--- config.mk ---
export PLATFORM = sky130hd
export DESIGN_NAME = bus_width_splitter
export DESIGN_NICKNAME = d
export VERILOG_FILES = /design/src/rtl/bws_pkg.sv /design/src/rtl/bws_window.sv /design/src/rtl/bws_ctrl.sv /design/src/rtl/bws_lanes.sv /design/src/rtl/bus_width_splitter.sv
export SDC_FILE = /design/constraint.sdc
export NUM_CORES = 1
export LEC_CHECK = 0
export BUFFER_PORTS_ARGS = -buffer_cell sky130_fd_sc_hd__buf_2
export CAP_MARGIN = 20
export CELL_PAD_IN_SITES_DETAIL_PLACEMENT = 1
export CELL_PAD_IN_SITES_GLOBAL_PLACEMENT = 1
export CORE_MARGIN = 3
export CORE_UTILIZATION = 31
export DETAILED_ROUTE_END_ITERATION = 10
export HOLD_SLACK_MARGIN = 0.1
export MAX_ROUTING_LAYER = met4
export PLACE_DENSITY = 0.83
export SYNTH_ARGS = -nofsm -noshare
export SYNTH_HDL_FRONTEND = slang
export SYNTH_HIERARCHICAL = 1
export SYNTH_SLANG_ARGS = --single-unit
--- constraint.sdc ---
create_clock -name clk -period 1.5 [get_ports clk]
set_input_delay 0.3 -clock clk [delete_from_list [all_inputs] [get_ports clk]]
set_output_delay 0.3 -clock clk [all_outputs]
set_load 0.01 [all_outputs]
--- src/rtl/bws_pkg.sv ---
package bws_pkg;

    localparam int WORD_W = 16;
    localparam int BYTE_W = 8;

    typedef enum logic [2:0] {
        ST_IDLE,
        ST_NEGOT,
        ST_WIDE,
        ST_LO,
        ST_HI,
        ST_BYTE,
        ST_ERR
    } bws_state_e;

    typedef struct packed {
        logic              write;
        logic              wide;
        logic              split;
        logic [WORD_W-1:0] wdata;
    } bws_req_t;

    function automatic logic [BYTE_W-1:0] low_lane(input logic [WORD_W-1:0] w);
        return w[BYTE_W-1:0];
    endfunction

    function automatic logic [BYTE_W-1:0] high_lane(input logic [WORD_W-1:0] w);
        return w[WORD_W-1:BYTE_W];
    endfunction

endpackage

--- src/rtl/bws_window.sv ---
module bws_window #(
    parameter int WIN = 2
) (
    input  logic clk,
    input  logic rst,
    input  logic run,
    input  logic ack_n,
    output logic first,
    output logic last,
    output logic ack_hit
);
    localparam int CW = $clog2(WIN + 1);

    logic [CW-1:0] cnt;

    always_ff @(posedge clk) begin
        if (rst || !run) begin
            cnt <= '0;
        end else if (cnt != CW'(WIN)) begin
            cnt <= cnt + 1'b1;
        end
    end

    assign first   = run && (cnt == '0);
    assign last    = run && (cnt == CW'(WIN - 1));
    assign ack_hit = run && !ack_n;
endmodule

--- src/rtl/bws_ctrl.sv ---
module bws_ctrl
    import bws_pkg::*;
#(
    parameter int AW = 16
) (
    input  logic             clk,
    input  logic             rst,
    input  logic             req_valid,
    input  logic             req_write,
    input  logic             req_wide,
    input  logic             split_en,
    input  logic [AW-1:0]    req_addr,
    input  logic [WORD_W-1:0] req_wdata,
    input  logic             win_last,
    input  logic             win_ack,
    output bws_state_e       state,
    output bws_req_t         cur,
    output logic [AW-1:0]    cur_addr,
    output logic             resp_done,
    output logic             resp_err
);
    always_ff @(posedge clk) begin
        if (rst) begin
            state     <= ST_IDLE;
            cur       <= '0;
            cur_addr  <= '0;
            resp_done <= 1'b0;
            resp_err  <= 1'b0;
        end else begin
            resp_done <= 1'b0;
            resp_err  <= 1'b0;
            unique case (state)
                ST_IDLE: begin
                    if (req_valid) begin
                        cur.write <= req_write;
                        cur.wide  <= req_wide;
                        cur.split <= split_en;
                        cur.wdata <= req_wdata;
                        cur_addr  <= req_addr;
                        state     <= req_wide ? ST_NEGOT : ST_BYTE;
                    end
                end
                ST_NEGOT: begin
                    if (win_ack) begin
                        state <= ST_WIDE;
                    end else if (win_last) begin
                        state <= cur.split ? ST_LO : ST_ERR;
                    end
                end
                ST_LO: state <= ST_HI;
                ST_WIDE, ST_HI, ST_BYTE: begin
                    state     <= ST_IDLE;
                    resp_done <= 1'b1;
                end
                ST_ERR: begin
                    state     <= ST_IDLE;
                    resp_done <= 1'b1;
                    resp_err  <= 1'b1;
                end
                default: state <= ST_IDLE;
            endcase
        end
    end
endmodule

--- src/rtl/bws_lanes.sv ---
module bws_lanes
    import bws_pkg::*;
#(
    parameter int AW = 16
) (
    input  logic              clk,
    input  logic              rst,
    input  bws_state_e        state,
    input  bws_req_t          cur,
    input  logic [AW-1:0]     cur_addr,
    input  logic              win_first,
    input  logic [BYTE_W-1:0] bus_dout_i,
    input  logic [BYTE_W-1:0] bus_din_i,
    output logic              bus_start,
    output logic [AW-1:0]     bus_addr,
    output logic              bus_wide_n,
    output logic              bus_error_n,
    output logic              bus_rd,
    output logic              bus_wr,
    output logic [BYTE_W-1:0] bus_dout,
    output logic [BYTE_W-1:0] bus_din_o,
    output logic              bus_din_oe,
    output logic [WORD_W-1:0] rdata
);
    logic [AW-1:0] even_addr;
    logic          data_phase;

    assign even_addr  = {cur_addr[AW-1:1], 1'b0};
    assign data_phase = (state == ST_WIDE) || (state == ST_LO) ||
                        (state == ST_HI)   || (state == ST_BYTE);

    always_comb begin
        bus_start   = 1'b0;
        bus_addr    = '0;
        bus_wide_n  = 1'b1;
        bus_error_n = 1'b1;
        bus_dout    = '0;
        bus_din_o   = '0;
        bus_din_oe  = 1'b0;
        bus_rd      = data_phase && !cur.write;
        bus_wr      = data_phase && cur.write;
        unique case (state)
            ST_NEGOT: begin
                bus_start  = win_first;
                bus_wide_n = 1'b0;
                bus_addr   = even_addr;
            end
            ST_WIDE: begin
                bus_wide_n = 1'b0;
                bus_addr   = even_addr;
                bus_dout   = low_lane(cur.wdata);
                bus_din_o  = high_lane(cur.wdata);
                bus_din_oe = cur.write;
            end
            ST_LO: begin
                bus_start = 1'b1;
                bus_addr  = even_addr;
                bus_dout  = low_lane(cur.wdata);
            end
            ST_HI: begin
                bus_start = 1'b1;
                bus_addr  = even_addr | AW'(1);
                bus_dout  = high_lane(cur.wdata);
            end
            ST_BYTE: begin
                bus_start = 1'b1;
                bus_addr  = cur_addr;
                bus_dout  = low_lane(cur.wdata);
            end
            ST_ERR:  bus_error_n = 1'b0;
            default: ;
        endcase
    end

    always_ff @(posedge clk) begin
        if (rst) begin
            rdata <= '0;
        end else if (!cur.write) begin
            unique case (state)
                ST_WIDE: rdata <= {bus_din_i, bus_dout_i};
                ST_LO:   rdata[BYTE_W-1:0] <= bus_din_i;
                ST_HI:   rdata[WORD_W-1:BYTE_W] <= bus_din_i;
                ST_BYTE: rdata <= {{(WORD_W-BYTE_W){1'b0}}, bus_din_i};
                default: ;
            endcase
        end
    end
endmodule

--- src/rtl/bus_width_splitter.sv ---
module bus_width_splitter
    import bws_pkg::*;
#(
    parameter int AW  = 16,
    parameter int WIN = 2
) (
    input  logic          clk,
    input  logic          rst,
    input  logic          req_valid,
    output logic          req_ready,
    input  logic          req_write,
    input  logic          req_wide,
    input  logic          split_en,
    input  logic [AW-1:0] req_addr,
    input  logic [15:0]   req_wdata,
    output logic          resp_done,
    output logic          resp_err,
    output logic [15:0]   resp_rdata,
    output logic          bus_start,
    output logic [AW-1:0] bus_addr,
    output logic          bus_wide_n,
    input  logic          bus_wide_ack_n,
    output logic          bus_error_n,
    output logic          bus_rd,
    output logic          bus_wr,
    output logic [7:0]    bus_dout,
    input  logic [7:0]    bus_dout_i,
    output logic [7:0]    bus_din_o,
    output logic          bus_din_oe,
    input  logic [7:0]    bus_din_i
);
    bws_state_e    state;
    bws_req_t      cur;
    logic [AW-1:0] cur_addr;
    logic          win_first, win_last, win_ack;

    assign req_ready = (state == ST_IDLE);

    bws_window #(.WIN(WIN)) u_window (
        .clk     (clk),
        .rst     (rst),
        .run     (state == ST_NEGOT),
        .ack_n   (bus_wide_ack_n),
        .first   (win_first),
        .last    (win_last),
        .ack_hit (win_ack)
    );

    bws_ctrl #(.AW(AW)) u_ctrl (
        .clk       (clk),
        .rst       (rst),
        .req_valid (req_valid),
        .req_write (req_write),
        .req_wide  (req_wide),
        .split_en  (split_en),
        .req_addr  (req_addr),
        .req_wdata (req_wdata),
        .win_last  (win_last),
        .win_ack   (win_ack),
        .state     (state),
        .cur       (cur),
        .cur_addr  (cur_addr),
        .resp_done (resp_done),
        .resp_err  (resp_err)
    );

    bws_lanes #(.AW(AW)) u_lanes (
        .clk         (clk),
        .rst         (rst),
        .state       (state),
        .cur         (cur),
        .cur_addr    (cur_addr),
        .win_first   (win_first),
        .bus_dout_i  (bus_dout_i),
        .bus_din_i   (bus_din_i),
        .bus_start   (bus_start),
        .bus_addr    (bus_addr),
        .bus_wide_n  (bus_wide_n),
        .bus_error_n (bus_error_n),
        .bus_rd      (bus_rd),
        .bus_wr      (bus_wr),
        .bus_dout    (bus_dout),
        .bus_din_o   (bus_din_o),
        .bus_din_oe  (bus_din_oe),
        .rdata       (resp_rdata)
    );
endmodule

==> flow_summary.toml <==
[placed_design]
dp_cells = 557
gp_congestion = 0.877
place_hpwl_um = 6360
port_buffers = 111

[drt]
drt-initial-drc-count = 81
drtAntennaViolNets = 0
drc = 0
wl_um = 9510
vias_per_cell = 4.95
wl_per_cell_um = 16.1
dr.pass1.iters = 4
vias = 2916

[clocking]
root_buffer = "clkbuf_8"
htree_levels = 3
cts.sinks = 57
insertion_delay_ns = 0.34
cts-buffers-inserted = 9
cts_buffer_depth = 2
path_clk_slew_ns = 0.07
cts_tree = "yes"
cts_hold_buf = 0

[critical_path]
timing.rr.end = "u_ctrl/state[1]$_SDFFE_PP0P_"
worstSetupPathType = "flop to output pin"
start_kind = "flop"
crit_path_max_fanout = 15
arrival_ns = 1.47
cp-startpoint = "u_ctrl/state[2]$_SDFFE_PP0P_"
slowest_delay_ns = 0.41
end_kind = "output pin"
reg2reg_slack_ns = -0.06
timing.rr.start = "u_ctrl/state[2]$_SDFFE_PP0P_"
crit_end = "bus_addr[9]"
r2r_cells = 6
cp.required_ns = 1.20
worstPathCellList = "buf_4 -> a21oi_4 -> buf_12 -> and2_4 -> buf_2"
slowest_stage = "dfxtp_4"

[global_routing]
grt.total_usage_pct = 18.1
antenna_found_initial = 1
grt_max_degree = 35
grt_overflow = 0
grt_pass1_wl_um = 14300
grt_pass1_vias = 2889

[power_and_ir_drop]
vdd_drop_max_v = 0.000451
powerDensity_mw_per_mm2 = 997
p_leak_nw = 1.85

[finish]
finish.utilization_pct = 46.6
finalNonFillerCells = 589
final_cell_mix = "110 x buf_2, 76 x nand2_1, 52 x dfxtp_1, 32 x a21oi_1, 25 x and2_1"
final_common_cell = "buf_2"
area_growth_pct = 44.3
final_nets = 533
layout-drive-gt1-share_pct = 40.2

[logic_synthesis]
ys_warn_count = 6
avgSynthCellArea_um2 = 8.35
synth_area_mm2 = 0.00285
syn_nets = 399
postSynthCellCount = 341

[timing]
whs_ns = 0.196
clock-skew-final_ns = 0.00834
final.setup.tns_ns = -8.74
worst_pin_slew_ns = 0.374
period_share_pct = 118
finalCriticalPeriod_ns = 1.77
finalSetupViolCount = 61
rsz0062_at_grt = "true"
worst_slack_ns = -0.266
finalMaxSlewViolations = 0
fmax_mhz = 566
hold_viol_final = 0
maxSlewHeadroom_pct = 74.8

[status]
violations = "setup timing"
status = "finished with violations"

[floorplanning]
die_area_mm2 = 0.0104
start_util_pct = 32.3
die_h_um = 102
boundaryPins = 112
rows = 34
die_w_um = 102
core_area_mm2 = 0.00881

[hold_path]
min_path_type = "primary input to flop"
min_path_cells = 3

[job]
max-cap-violations = 0
[layer usage]
metal | part of all wire, % | GRT usage, % | vias up | wire length, µm
met4 | 0.88 | 6.05 | 0 | 84
met2 | 46 | 28.2 | 101 | 4420
li1 | - | - | 1440 | -
met1 | 46 | 23.2 | 1367 | 4360
met5 | 0 | - | - | 0
met3 | 6.8 | 4.10 | 8 | 650
[metrics by stage]
stage          setup WS [ns]  power (mW)  area (µm²)
6_report              -0.266        4.09        4110
5_1_grt               -0.340        4.31        4110
4_1_cts               -0.254        3.97        3880
3_5_place_dp         -0.0973        2.55        3570
3_3_place_gp         0.00943        2.52        3570
2_1_floorplan        0.00957        2.25        2860
[flip-flops by register name (all words and copies together) (netlist names)]
name / cells
u_ctrl/cur: 18
u_ctrl/cur_addr: 16
u_window/cnt: 2
u_ctrl/resp_done: 1
u_lanes/rdata: 16
u_ctrl/state: 3
u_ctrl/resp_err: 1
[power by group]
| part | internal [mW] | leakage (nW) | switching [mW] |
|---|---|---|---|
| clock | 0.691 | 0.0980 | 0.650 |
| sequential | 1.63 | 0.469 | 0.0926 |
| combinational | 0.511 | 1.28 | 0.521 |
| total | 2.83 | 1.85 | 1.26 |
[layout make-up]
cell class / count / area [µm²]
Timing Repair Buffer: 147 / 967
Clock buffer: 11 / 153
Tap cell: 108 / 135
Multi-Input combinational cell: 256 / 1650
Fill cell: 1069 / 4700
Inverter: 4 / 15.0
Antenna cell: 1 / 2.50
Clock inverter: 5 / 28.8
Sequential cell: 57 / 1150
[worst max-delay path, delay by kind of cell, from the launching register on]
family | cells | cell delay [ns]
AOI/OAI and AO/OA | 1 | 0.16
buffers and inverters | 3 | 0.42
and+or+nand+nor | 1 | 0.13
DFF | 1 | 0.41
[how the worst min path moves through the flow]
stage | slack [ns] | start | end
final | 0.20 | req_wdata[15] | u_ctrl/cur[15]$_SDFFE_PP0P_
after global routing | 0.19 | req_wdata[3] | u_ctrl/cur[3]$_SDFFE_PP0P_
after CTS | 0.18 | req_wdata[9] | u_ctrl/cur[9]$_SDFFE_PP0P_
after detailed placement | 0.45 | u_ctrl/cur_addr[6]$_SDFFE_PP0P_ | u_ctrl/cur_addr[6]$_SDFFE_PP0P_
after global placement | 0.44 | u_ctrl/cur_addr[6]$_SDFFE_PP0P_ | u_ctrl/cur_addr[6]$_SDFFE_PP0P_
after floorplan | 0.37 | rst | u_ctrl/state[2]$_SDFFE_PP0P_
[what timing repair did]
item                                    4_1_cts  5_1_grt
cloned                                        0        3
resized for setup                            20       24
setup buffers                                 5        7
hold endpoints to repair                      0        0
endpoints found under the setup margin       43       71
pin swaps                                     9        3
Note: power is estimated with default switching activity, not from simulation.
